[config.mk]
export PLATFORM = sky130hd
export DESIGN_NAME = tag_load_encoder
export DESIGN_NICKNAME = d
export VERILOG_FILES = /design/src/rtl/tag_load_encoder.sv
export SDC_FILE = /design/constraint.sdc
export NUM_CORES = 1
export LEC_CHECK = 0
export ABC_CLOCK_PERIOD_IN_PS = 5000
export BUFFER_PORTS_ARGS = -buffer_cell sky130_fd_sc_hd__buf_2
export CELL_PAD_IN_SITES_DETAIL_PLACEMENT = 0
export CELL_PAD_IN_SITES_GLOBAL_PLACEMENT = 2
export CORE_MARGIN = 2
export CORE_UTILIZATION = 34
export DETAILED_ROUTE_END_ITERATION = 10
export PLACE_DENSITY_LB_ADDON = 0.1
export SLEW_MARGIN = 20
export SYNTH_ARGS = -nofsm -noshare
export SYNTH_HDL_FRONTEND = slang
export SYNTH_SLANG_ARGS = --single-unit
[constraint.sdc]
create_clock -name clk -period 5 [get_ports clk]
set_input_delay 1 -clock clk [delete_from_list [all_inputs] [get_ports clk]]
set_output_delay 1 -clock clk [all_outputs]
set_load 0.02 [all_outputs]
[src/rtl/tag_load_encoder.sv]
module tag_load_encoder #(
  parameter int CNT_W = 4
) (
  input  logic             clk,
  input  logic             rst_n,
  input  logic             bit_start,
  input  logic             mid_bit,
  input  logic             data_in,
  input  logic [3:0]       mode,
  input  logic [1:0]       sc_sel,
  input  logic             invert,
  output logic             damp
);

  localparam logic [3:0] M_NRZ   = 4'd0;
  localparam logic [3:0] M_FSK1A = 4'd1;
  localparam logic [3:0] M_FSK2A = 4'd2;
  localparam logic [3:0] M_FSK1  = 4'd3;
  localparam logic [3:0] M_FSK2  = 4'd4;
  localparam logic [3:0] M_PSK1  = 4'd5;
  localparam logic [3:0] M_PSK2  = 4'd6;
  localparam logic [3:0] M_PSK3  = 4'd7;
  localparam logic [3:0] M_MAN   = 4'd8;
  localparam logic [3:0] M_BI    = 4'd9;

  localparam logic [CNT_W-1:0] P1  = CNT_W'(1);
  localparam logic [CNT_W-1:0] P2  = CNT_W'(2);
  localparam logic [CNT_W-1:0] P4  = CNT_W'(4);
  localparam logic [CNT_W-1:0] P5  = CNT_W'(5);
  localparam logic [CNT_W-1:0] P8  = CNT_W'(8);
  localparam logic [CNT_W-1:0] P10 = CNT_W'(10);

  logic             nbit;
  logic             cur_q, ph_q, lvl_q, late_q;
  logic [CNT_W-1:0] cnt_q, per_len, sc_len;
  logic             wave, flip;

  assign nbit = data_in ^ invert;

  always_comb begin
    case (sc_sel)
      2'd0:    sc_len = P2;
      2'd1:    sc_len = P4;
      default: sc_len = P8;
    endcase
  end

  always_comb begin
    case (mode)
      M_FSK1A: per_len = cur_q ? P5  : P8;
      M_FSK2A: per_len = cur_q ? P10 : P8;
      M_FSK1:  per_len = cur_q ? P8  : P5;
      M_FSK2:  per_len = cur_q ? P8  : P10;
      M_PSK1, M_PSK2, M_PSK3: per_len = sc_len;
      default: per_len = P1;
    endcase
  end

  always_comb begin
    case (mode)
      M_PSK1:  flip = nbit ^ cur_q;
      M_PSK2:  flip = nbit;
      M_PSK3:  flip = nbit & ~cur_q;
      default: flip = 1'b0;
    endcase
  end

  assign wave = cnt_q < (per_len >> 1);

  always_ff @(posedge clk or negedge rst_n) begin
    if (!rst_n)                    cnt_q <= '0;
    else if (bit_start)            cnt_q <= '0;
    else if (cnt_q >= per_len - P1) cnt_q <= '0;
    else                           cnt_q <= cnt_q + P1;
  end

  always_ff @(posedge clk or negedge rst_n) begin
    if (!rst_n) begin
      cur_q  <= 1'b0;
      ph_q   <= 1'b0;
      lvl_q  <= 1'b0;
      late_q <= 1'b0;
    end else if (bit_start) begin
      cur_q  <= nbit;
      ph_q   <= ph_q ^ flip;
      lvl_q  <= ~lvl_q;
      late_q <= 1'b0;
    end else if (mid_bit) begin
      lvl_q  <= lvl_q ^ cur_q;
      late_q <= 1'b1;
    end
  end

  always_comb begin
    case (mode)
      M_NRZ:                          damp = cur_q;
      M_FSK1A, M_FSK2A, M_FSK1, M_FSK2: damp = wave;
      M_PSK1, M_PSK2, M_PSK3:         damp = wave ^ ph_q;
      M_MAN:                          damp = late_q ? cur_q : ~cur_q;
      M_BI:                           damp = lvl_q;
      default:                        damp = 1'b0;
    endcase
  end

  assert_nrz_follows_R1: assert property (@(posedge clk) disable iff (!rst_n)
    (bit_start && mode == M_NRZ) |=> (mode != M_NRZ || damp == $past(data_in ^ invert)));

  assert_psk3_hold_R9: assert property (@(posedge clk) disable iff (!rst_n)
    (bit_start && mode == M_PSK3 && !(data_in ^ invert)) |=> $stable(ph_q));

  assert_psk3_rise_R9: assert property (@(posedge clk) disable iff (!rst_n)
    (bit_start && mode == M_PSK3 && (data_in ^ invert) && !cur_q) |=> (ph_q != $past(ph_q)));

  assert_man_mid_R10: assert property (@(posedge clk) disable iff (!rst_n)
    (mid_bit && !bit_start && mode == M_MAN) |=> (mode != M_MAN || damp != $past(damp)));

  assert_bi_edge_R11: assert property (@(posedge clk) disable iff (!rst_n)
    (bit_start && mode == M_BI) |=> (mode != M_BI || damp != $past(damp)));

  assert_unused_low_R12: assert property (@(posedge clk) disable iff (!rst_n)
    (mode > M_BI) |-> !damp);

endmodule

== Yosys cells after proc, flatten, opt, wreduce, memory -nomap -nowiden ==
Index checks and enable logic that the tools add are counted.

* $add $sub $neg: 2
* Bitwise logic cells: 8
* Mux-type cells: 15
* Reduce and logical (&&, ||, !) cells: 5
* Equal/unequal tests: 10
* $lt $le $gt $ge: 2

{| class="wikitable"
|+ Operators with widths
! cell !! count
|-
| 4-bit case mux with 5 select lines || 1
|-
| 4-bit by 3-bit == test with 1-bit output, second input constant || 4
|-
| 4-bit two-way mux || 4
|-
| 4-bit by 2-bit == test with 1-bit output, second input constant || 2
|-
| 4-bit == test, second input constant || 2
|-
| 4-bit case mux with 2 select lines || 1
|-
| 1-bit two-way mux || 5
|-
| 1-bit case mux with 5 select lines || 1
|-
| 1-bit bitwise XOR || 5
|-
| 4-bit by 1-bit adder with 4-bit output, second input constant || 1
|-
| 4-bit by 1-bit == test with 1-bit output, second input constant || 1
|-
| 4-bit greater-or-equal comparator || 1
|-
| 4-bit zero test || 1
|-
| 4-bit by 3-bit < comparator with 1-bit output || 1
|-
| 2-bit two-way mux || 2
|-
| 4-bit OR reduction || 1
|-
| 4-bit by 1-bit subtractor with 4-bit output, second input constant || 1
|-
| 1-bit case mux with 3 select lines || 1
|-
| 3-bit OR reduction || 1
|-
| 2-bit by 1-bit == test with 1-bit output, second input constant || 1
|-
| 2-bit zero test || 1
|-
| 1-bit NOT || 2
|-
| 2-bit nonzero test || 1
|-
| 1-bit bitwise AND || 1
|}

* Bits in registers: 8

== Depth between registers and ports, before layout ==
Gate-level depths: netlist (run 1).

* Word-level depth: 7
* Gate-level depth with buffers: 12
* Depth with buffers taken out: 11

== Worst setup path before layout (run 1) ==
No wires, ideal clock.

* Kind: input -> output
* Start: input port mode[1]
* End: output port damp
* Cell stages on the path: 12
* Path buffers: 1
* Data arrival time: 3083 ps
* Slack: 917 ps
* Data required time: 4000 ps
* Path through: buf_4 > or2_2 > nand3_1 > nor2_1 > nor2b_1 > inv_1 > ha_1 > nand2_1 > a41oi_2 > a2111oi_4 > xnor2_1 > o21ai_1

* Cells in the longest elaborated chain, start to end: 6
* Elaborated cells on any way between the ends: 16
* Classes of those cells: order compare: 1; eq/ne: 9; mux: 2; bitwise: 1; reduce/logical: 3

{| class="wikitable"
|+ RTL lines
! item !! RTL line !! RTL
|-
| start: declaration || 9 || <nowiki>input logic [3:0] mode,</nowiki>
|-
| 4-bit by 3-bit == test with 1-bit output || 49, 95 ||
|-
| 3-bit OR reduction || 49, 95 ||
|-
| 4-bit case mux with 5 select lines || 49 || <nowiki>case (mode)</nowiki>
|-
| 4-bit by 3-bit < comparator with 1-bit output || 68 || <nowiki>assign wave = cnt_q < (per_len >> 1);</nowiki>
|-
| 1-bit bitwise XOR || 98 || <nowiki>M_PSK1, M_PSK2, M_PSK3: damp = wave ^ ph_q;</nowiki>
|-
| 1-bit case mux with 5 select lines * || 95 || <nowiki>case (mode)</nowiki>
|-
| end: declaration || 12 || <nowiki>output logic damp</nowiki>
|}

Every way passes the cells marked *; elsewhere a longest branch is shown, timed or not.

== Final worst setup path (run 1) ==
Ends and elaborated chain as after synthesis.

==> impl_metrics.csv, run 1 <==
group,metric,value,unit
outcome,status,"finished clean",
run,drv_cap,0,
synth,synth_warnings,0,
clocking,cts_setup_buffers,0,
sta,report.final.slew_viol_count,0,
clocking,cts_num_sinks,8,
clocking,insertion_delay,250,ps
worst_hold_path,whs_endpoint,"lvl_q",
global_routing,grt_usage,13.19,%
worst_hold_path,hold_path_depth,1,
sta,hold_viol,0,
power_and_ir_drop,power.share.clock,20.1,%
power_and_ir_drop,switching_share,34.46,%
synth,synthFlopType,"dfrtp_1",
clocking,cts_hold_buf,0,
place,port_buffers,12,
die,core,2148,µm²
sta,setup_viol,0,
sta,finalWorstSetupSlack,782.0,ps
sta,tns,0,ps
die,die_area,2600,µm²
sta,fin_crit,4218,ps
worst_hold_path,hp-class,"reg -> reg",
synth,syn_area,750.7,µm²
detailed_routing,detail-route-antenna-nets,0,
sta,worst_slew_pin_slew,427.8,ps
finish,drive_gt1_share,23.91,%
detailed_routing,vias_per_cell,4.792,
synth,synth_edf_count,0,
critical_path,arrival,3220,ps
finish,antenna_cells,0,
power_and_ir_drop,seq_power_share,38.9,%
finish,final_cells,120,
critical_path,regToRegSetupSlack,2620,ps
critical_path,r2r-start,"cur_q",
clocking,numCtsBuffers,3,
sta,clock_skew,1.889,ps
die,die_h,50.99,µm
place,place_congestion,0.7275,
synth,avgSynthCellArea,9.503,µm²
die,start_util,34.94,%
clocking,clk_pin_slew,50,ps
synth,synthArstFlopShare,100.0,%
finish,syn_to_final_growth,13.67,%
sta,whs,478.6,ps
sta,final.period_utilization,84.36,%
detailed_routing,vias,575,
place,post-dp-hpwl,1.133,mm
synth,syn-num-nets,99,
critical_path,worstSetupPathType,"in -> out",
clocking,htree_levels,1,
synth,yosysSeqAreaShare,26.67,%
finish,utilization,39.72,%
global_routing,grt_pass1_wl,2.546,mm
place,placed_cells,117,
critical_path,cp.required,4000,ps
detailed_routing,drc,0,
clocking,clock_path_buffers,2,
worst_hold_path,hold_start,"lvl_q",
die,rows,17,
detailed_routing,drt-initial-drc-count,14,
power_and_ir_drop,peakVddDrop,0.0001349,V
power_and_ir_drop,internal-power,0.1582,mW
die,die_w,50.99,µm
global_routing,top_usage_layer,"met2",
global_routing,grt_pass1_vias,612,
finish,final_nets,114,
clocking,cts_root_buf,"clkbuf_4",
power_and_ir_drop,p_leak,0.3937,nW
critical_path,path_max_fanout,8,
power_and_ir_drop,p_switching,0.08318,mW
global_routing,grtUsageMet2,20.13,%
synth,ys_types,33,
global_routing,grt_util_met1,17.18,%
place,pre_cts_ws,766.5,ps
critical_path,reg2reg_to,"cnt_q[3]",
global_routing,grt_max_degree,9,
synth,synth_cells,79,
critical_path,worstSetupEndpointType,"output pin",
finish,layout_commonest_cell,"buf_2",
power_and_ir_drop,p_per_area,282.9,nW/µm²
finish,layout_common_cells,"buf_2, nor2_1, ha_1, dfrtp_1, xnor2_1",
clocking,cts_resized,0,
sta,rsz0062_at_grt,"no",
detailed_routing,wire_per_inst,11.83,µm
sta,max_slew_margin,71.22,%
global_routing,grt_util_met3,1.462,%
synth,ys_ff_latch,8,
detailed_routing,drt-pass1-iter-count,4,
power_and_ir_drop,comb_power_share,41.1,%
global_routing,gr-total-overflow,0,
detailed_routing,wl,1.419,mm
sta,fmax,0.2371,GHz
global_routing,grt_antenna_before_repair,0,
critical_path,worst-r2r-cell-count,9,
clocking,cts_tree,"done",
die,pin_count,13,
critical_path,critPathLaunchType,"input pin",
==> per-layer routing <==
metal / vias to the layer above / wire, µm
met5: - / 0
met4: 0 / 13
met2: 9 / 635
met3: 2 / 67
li1: 305 / -
met1: 259 / 702
==> worst max-delay path: stages <==
cell       delay, ps
buf_2            160
or2_2            350
nand3_1          160
nor2_1            70
nor2b_1          150
inv_1             60
ha_1             300
nand2_1          100
a41oi_2           50
a2111oi_4        410
xnor2_1          100
o21ai_1          130
buf_2            180
==> area by class of cell <==
cell class	instances	area, µm²
multi-input cells	62	493.0
clock buffers	3	22.52
fillers	222	1295
repair buffers	12	60.06
flip-flops and latches	8	200.2
well taps	28	35.03
inverters	7	42.54
==> Yosys cell counts, types with 2 or more instances <==
cell      n  area [µm²]
dfrtp_1   8       200.2
ha_1      8       100.1
nor2_1    8       30.03
xnor2_1   6       52.55
inv_1     5       18.77
a21oi_1   4       20.02
nand2_1   4       15.01
nand3_1   3       15.01
xor2_1    3       26.28
a21o_1    2       15.01
buf_4     2       15.01
nand2b_1  2       12.51
nor2b_1   2       12.51
o211ai_1  2       15.01
o21ai_0   2       10.01
==> metrics by stage <==
stage / power (mW) / area, µm²
after floorplan: 0.1722 / 750.7
after CTS: 0.2468 / 853.3
final: 0.2414 / 853.3
after global routing: 0.2628 / 853.3
after global placement: 0.1952 / 830.8
after detailed placement: 0.1950 / 830.8
==> cell families (layout without fill, tap and decap cells) <==
family | after synthesis | count (layout) | share of synthesized area [%]
compound gates | 19 | 19 | 22.67
xor+xnor | 9 | 9 | 10.50
fa+ha+maj | 8 | 8 | 13.33
buf+inv | 9 | 22 | 7.667
flops | 8 | 8 | 26.67
simple gates | 26 | 26 | 19.17
==> flip-flops by register name, summed over array words and instances, names as in the netlist <==
register  cells
cur_q         1
cnt_q         4
lvl_q         1
late_q        1
ph_q          1
==> how the worst max path moves through the flow <==
stage	cells past startpoint	from	end	slack (ps)
floorplan	12	mode[1]	damp	920
global placement	13	mode[1]	damp	760
detailed placement	13	mode[1]	damp	770
CTS	13	mode[1]	damp	760
global route	13	mode[1]	damp	580
finish	13	mode[1]	damp	780
==> power groups by stage <==
stage | clock, mW | combinational [mW] | sequential [mW]
2_1_floorplan | 0 | 0.0832 | 0.0889
3_3_place_gp | 0 | 0.100 | 0.0949
3_5_place_dp | 0 | 0.100 | 0.0949
4_1_cts | 0.0522 | 0.101 | 0.0938
5_1_grt | 0.0536 | 0.113 | 0.0958
6_report | 0.0484 | 0.0991 | 0.0938
Power figures use the tool's default switching activity.
==> run 2: changes to the inputs <==
Settings changed: ABC_AREA set to 1, ABC_CLOCK_PERIOD_IN_PS 5000 to 3600, CORE_UTILIZATION 34 to 27.
Clock period 5 ns to 3.6 ns, I/O delays scaled along.
==> impl_metrics.csv, run 2 <==
group,metric,value,unit
sta,rsz0062_at_grt,"no",
critical_path,cp.required,2880,ps
synth,yosysSeqAreaShare,26.06,%
global_routing,grt_pass1_vias,678,
global_routing,gr-total-overflow,0,
die,start_util,28.10,%
detailed_routing,wl,1.640,mm
clocking,cts_hold_buf,0,
die,die_w,57.34,µm
finish,layout_common_cells,"nand2_1, buf_2, inv_1, nor2_1, nand3_1",
clocking,insertion_delay,250,ps
detailed_routing,vias_per_cell,4.588,
power_and_ir_drop,power.share.clock,19.5,%
sta,report.final.slew_viol_count,0,
synth,yosysMostFrequentCell,"nand2_1",
critical_path,regToRegSetupSlack,1570,ps
global_routing,grt_max_degree,10,
synth,synthArstFlopShare,100.0,%
critical_path,reg2reg_to,"cnt_q[1]",
place,place_congestion,0.8010,
sta,fin_crit,3059,ps
detailed_routing,drt-pass1-iter-count,4,
critical_path,worstSetupPathType,"in -> out",
outcome,status,"finished clean",
synth,synth_edf_count,0,
synth,synth_cells,108,
clocking,htree_levels,1,
power_and_ir_drop,p_per_area,382.5,nW/µm²
sta,final.period_utilization,84.97,%
finish,antenna_cells,0,
sta,hold_viol,0,
finish,syn_to_final_growth,15.31,%
clocking,cts_resized,0,
sta,worst_slew_pin_slew,349.0,ps
power_and_ir_drop,comb_power_share,41.2,%
critical_path,worstSetupEndpointType,"output pin",
critical_path,path_max_fanout,4,
clocking,clock_path_buffers,2,
sta,whs,302.6,ps
synth,ys_ff_latch,8,
sta,fmax,0.3269,GHz
clocking,cts_setup_buffers,0,
finish,drive_gt1_share,23.77,%
sta,setup_viol,0,
synth,ys_types,25,
global_routing,grt_antenna_before_repair,0,
die,core,2734,µm²
power_and_ir_drop,p_switching,0.1320,mW
clocking,cts_root_buf,"clkbuf_4",
synth,syn-num-nets,128,
synth,avgSynthCellArea,7.113,µm²
synth,yosys-top-cells-count,"nand2_1, inv_1, nor2_1, nand3_1",
die,die_h,57.34,µm
finish,final_nets,144,
synth,syn_area,768.2,µm²
sta,clock_skew,3.278,ps
synth,synth_warnings,0,
detailed_routing,detail-route-antenna-nets,0,
detailed_routing,drc,0,
detailed_routing,drt-initial-drc-count,12,
power_and_ir_drop,internal-power,0.2069,mW
power_and_ir_drop,switching_share,38.95,%
clocking,cts_num_sinks,8,
clocking,cts_tree,"done",
detailed_routing,vias,702,
detailed_routing,wire_per_inst,10.72,µm
global_routing,grt_usage,11.67,%
critical_path,worst-r2r-cell-count,11,
sta,max_slew_margin,76.63,%
critical_path,r2r-start,"cur_q",
finish,regMostFlops,"cnt_q",
place,port_buffers,12,
finish,largest_reg_flops,4,
place,post-dp-hpwl,1.404,mm
critical_path,critPathLaunchType,"input pin",
critical_path,arrival,2340,ps
sta,tns,0,ps
global_routing,grt_pass1_wl,3.042,mm
clocking,clk_pin_slew,50,ps
synth,netlist_top_cells_area,"dfrtp_1, ha_1, nand2_1",
power_and_ir_drop,seq_power_share,39.3,%
synth,yosys.area.top_type,"dfrtp_1",
power_and_ir_drop,peakVddDrop,0.0002034,V
clocking,numCtsBuffers,3,
worst_hold_path,hp-class,"in -> async",
power_and_ir_drop,p_leak,0.4554,nW
finish,layout_commonest_cell,"nand2_1",
synth,synth_top_area_share,26.06,%
die,die_area,3288,µm²
die,rows,19,
run,drv_cap,0,
synth,synthFlopType,"dfrtp_1",
die,pin_count,13,
[run 2: power by group through the flow]
stage	sequential (mW)	combinational, mW	clock [mW]
CTS	0.134	0.143	0.0706
global placement	0.135	0.141	0
floorplan	0.128	0.109	0
detailed placement	0.136	0.142	0
global route	0.138	0.166	0.0754
finish	0.133	0.140	0.0660
[run 2: kinds of logic (layout without fill, tap and decap cells)]
group / count (synthesis) / after routing / share of synthesized area [%]
flip-flops: 8 / 8 / 26.06
AO/OA/AOI/OAI: 13 / 13 / 10.59
AND/OR/NAND/NOR: 57 / 57 / 36.32
buffers and inverters: 17 / 31 / 8.306
adder cells (fa/ha/maj): 8 / 8 / 13.03
XOR/XNOR: 5 / 5 / 5.701
[run 2: per-stage QoR]
step / cell area (µm²) / worst slack [ps] / utilization (%) / instances / power (mW)
final: 885.9 / 541.0 / 32.40 / 153 / 0.3389
after floorplan: 768.2 / 877.5 / - / 108 / 0.2370
after CTS: 885.9 / 521.0 / 32.40 / 153 / 0.3474
after global placement: 863.3 / 536.3 / 31.58 / 150 / 0.2761
after detailed placement: 863.3 / 525.8 / 31.58 / 150 / 0.2776
after global routing: 885.9 / 342.5 / 32.40 / 153 / 0.3792
[run 2: worst max-delay path by stage]
stage	from	to	slack (ps)
CTS	mode[3]	damp	520
global route	mode[3]	damp	340
global placement	mode[3]	damp	540
floorplan	mode[3]	damp	880
finish	mode[3]	damp	540
detailed placement	mode[3]	damp	530
[run 2: worst max-delay path: stages]
cell and delay [ps]:
buf_2 130, nor2_2 160, inv_2 70, nor3_2 140, nand2_1 70, nand2_1 150, nor2_1 60, ha_1 270
nand2_1 60, nand2_1 60, nand2_2 70, nand2_1 50, nand2_1 60, nand3_1 60, nand2_1 50, buf_2 150
[run 2: layout make-up]
| class | count | area, µm² |
|---|---|---|
| fill | 313 | 1848 |
| sequential | 8 | 200.2 |
| multi-input combinational | 83 | 504.2 |
| inverter | 16 | 60.06 |
| tap | 31 | 38.79 |
| timing repair buffer | 12 | 60.06 |
| clock buffer | 3 | 22.52 |
[run 2: per-layer routing]
layer / track usage (%) / up-vias / part of all wire, %
met3: 1.134 / 2 / 2.9
met4: 3.987 / 0 / 0.30
met5: 0 / - / 0
li1: - / 389 / -
met1: 17.28 / 302 / 50
met2: 17.69 / 9 / 47
==> run 3: changes to the inputs <==
Settings changed: ABC_CLOCK_PERIOD_IN_PS 3600 to 3000, CORE_UTILIZATION 27 to 30.
Clock period 3.6 ns to 3 ns, I/O delays scaled along.
==> impl_metrics.csv, run 3 (synthesized netlist as in run 2, its figures left out) <==
group,metric,value,unit
outcome,status,"finished clean",
critical_path,cp.required,2400,ps
finish,layout_commonest_cell,"nand2_1",
clocking,htree_levels,1,
critical_path,path_max_fanout,4,
sta,rsz0062_at_grt,"no",
power_and_ir_drop,p_per_area,459.3,nW/µm²
die,die_area,2982,µm²
clocking,cts_tree,"done",
sta,max_slew_margin,74.50,%
sta,fin_crit,2781,ps
finish,final_nets,144,
critical_path,critPathMaxStageDelay,270,ps
critical_path,worstSetupEndpointType,"output pin",
critical_path,worst-r2r-cell-count,11,
finish,antenna_cells,0,
finish,drive_gt1_share,24.59,%
die,core,2455,µm²
critical_path,path_common_cell,"nand2_1",
finish,final_cells,152,
power_and_ir_drop,peakVddDrop,0.0003477,V
critical_path,arrival,2180,ps
critical_path,regToRegSetupSlack,990,ps
global_routing,grt_pass1_vias,689,
sta,setup_viol,0,
critical_path,cp_cell_sequence,"buf_2 > nor2_2 > inv_2 > nor3_2 > nand2_1 > nand2_2 > nor2_1 > ha_1 > nand2_1 > nand2_1 > nand2_2 > nand3_1 > nand2_1 > inv_1 > nand2_1 > buf_2",
place,port_buffers,12,
clocking,clk_pin_slew,50,ps
sta,final.period_utilization,92.71,%
die,pin_count,13,
place,post-dp-hpwl,1.358,mm
finish,layout_common_cells,"nand2_1, buf_2, inv_1, nor2_1, nand3_1",
clocking,clock_path_buffers,2,
detailed_routing,vias,694,
global_routing,grt_usage,14.12,%
clocking,cts_root_buf,"clkbuf_4",
sta,report.final.slew_viol_count,0,
detailed_routing,drt-initial-drc-count,9,
critical_path,r2r-start,"cur_q",
die,die_w,54.61,µm
detailed_routing,wire_per_inst,10.51,µm
finish,regMostFlops,"cnt_q",
sta,whs,178.9,ps
finish,utilization,36.14,%
critical_path,cp_slowest_cell,"ha_1",
global_routing,grt_pass1_wl,2.987,mm
place,place_congestion,0.7129,
global_routing,grt_antenna_before_repair,0,
global_routing,gr-total-overflow,0,
clocking,cts_setup_buffers,0,
detailed_routing,drt-pass1-iter-count,4,
die,start_util,31.29,%
clocking,numCtsBuffers,3,
power_and_ir_drop,p_leak,0.4550,nW
detailed_routing,vias_per_cell,4.566,
detailed_routing,drc,0,
finish,seq_area,200.2,µm²
clocking,cts_num_sinks,8,
detailed_routing,wl,1.597,mm
sta,worst_slew_pin_slew,380.8,ps
critical_path,path_buf_inv,4,
worst_hold_path,hp-class,"in -> async",
run,drv_cap,0,
sta,fmax,0.3595,GHz
sta,clock_skew,6.620,ps
die,rows,18,
clocking,cts_hold_buf,0,
critical_path,critPathLaunchType,"input pin",
global_routing,grt_max_degree,10,
die,die_h,54.61,µm
critical_path,cp_num_cells,16,
finish,syn_to_final_growth,15.47,%
finish,largest_reg_flops,4,
sta,tns,0,ps
finish,fill_cells,279,
sta,hold_viol,0,
finish,multiInputGateArea,506.7,µm²
detailed_routing,detail-route-antenna-nets,0,
critical_path,worstSetupPathType,"in -> out",
critical_path,cpLargestDelayFamily,"simple AND/OR/NAND/NOR gates",
clocking,insertion_delay,250,ps
critical_path,reg2reg_to,"cnt_q[1]",
place,placed_cells,149,
-- run 3: cell count changes in the layout (fill, tap and decap cells not counted) --
cell / previous run / this run
nand2_1: 22 / 21
nand2_2: 2 / 3
-- run 3: worst max-delay path by stage --
stage | startpoint | endpoint | slack, ps
after floorplan | mode[3] | damp | 520
after global placement | mode[3] | damp | 190
after detailed placement | mode[3] | damp | 170
after CTS | mode[3] | damp | 160
after global routing | mode[3] | damp | 30
final | mode[3] | damp | 220
-- run 3: stage by stage --
stage | cell area (µm²) | total power, mW | setup slack (ps)
floorplan | 768.2 | 0.2844 | 517.5
global placement | 862.1 | 0.3307 | 188.3
detailed placement | 862.1 | 0.3315 | 169.9
CTS | 884.6 | 0.4143 | 163.0
global route | 887.1 | 0.4560 | 32.35
finish | 887.1 | 0.4075 | 218.7
-- run 3: what timing repair did --
action	4_1_cts	5_1_grt
endpoints found under the setup margin	0	1
hold endpoints to repair	0	0
resized for setup	0	1
-- run 3: power by group --
part,switching (mW),internal (mW)
logic,0.0983,0.0702
clock network,0.0336,0.0456
registers,0.0269,0.133
-- run 3: worst register-to-register path, delay by kind of cell (launching register included) --
kind,cells,cell delay [ps]
DFF,1,470
buffers and inverters,2,170
adders and majority gates,1,280
AOI/OAI and AO/OA,2,460
and+or+nand+nor,6,510
-- run 3: area by class of cell --
cell class / count / share of cell area, %
Clock buffer: 3 / 2.539
Multi-Input combinational cell: 83 / 57.12
Tap cell: 30 / 4.231
Inverter: 16 / 6.770
Timing Repair Buffer: 12 / 6.770
Sequential cell: 8 / 22.57
-- run 3: routing by layer --
layer / part of all wire [%] / vias to the layer above / track usage [%]
li1: - / 386 / -
met5: 0 / - / 0
met2: 44 / 11 / 21.03
met3: 3.4 / 2 / 2.459
met4: 0.75 / 0 / 6.250
met1: 52 / 295 / 19.73
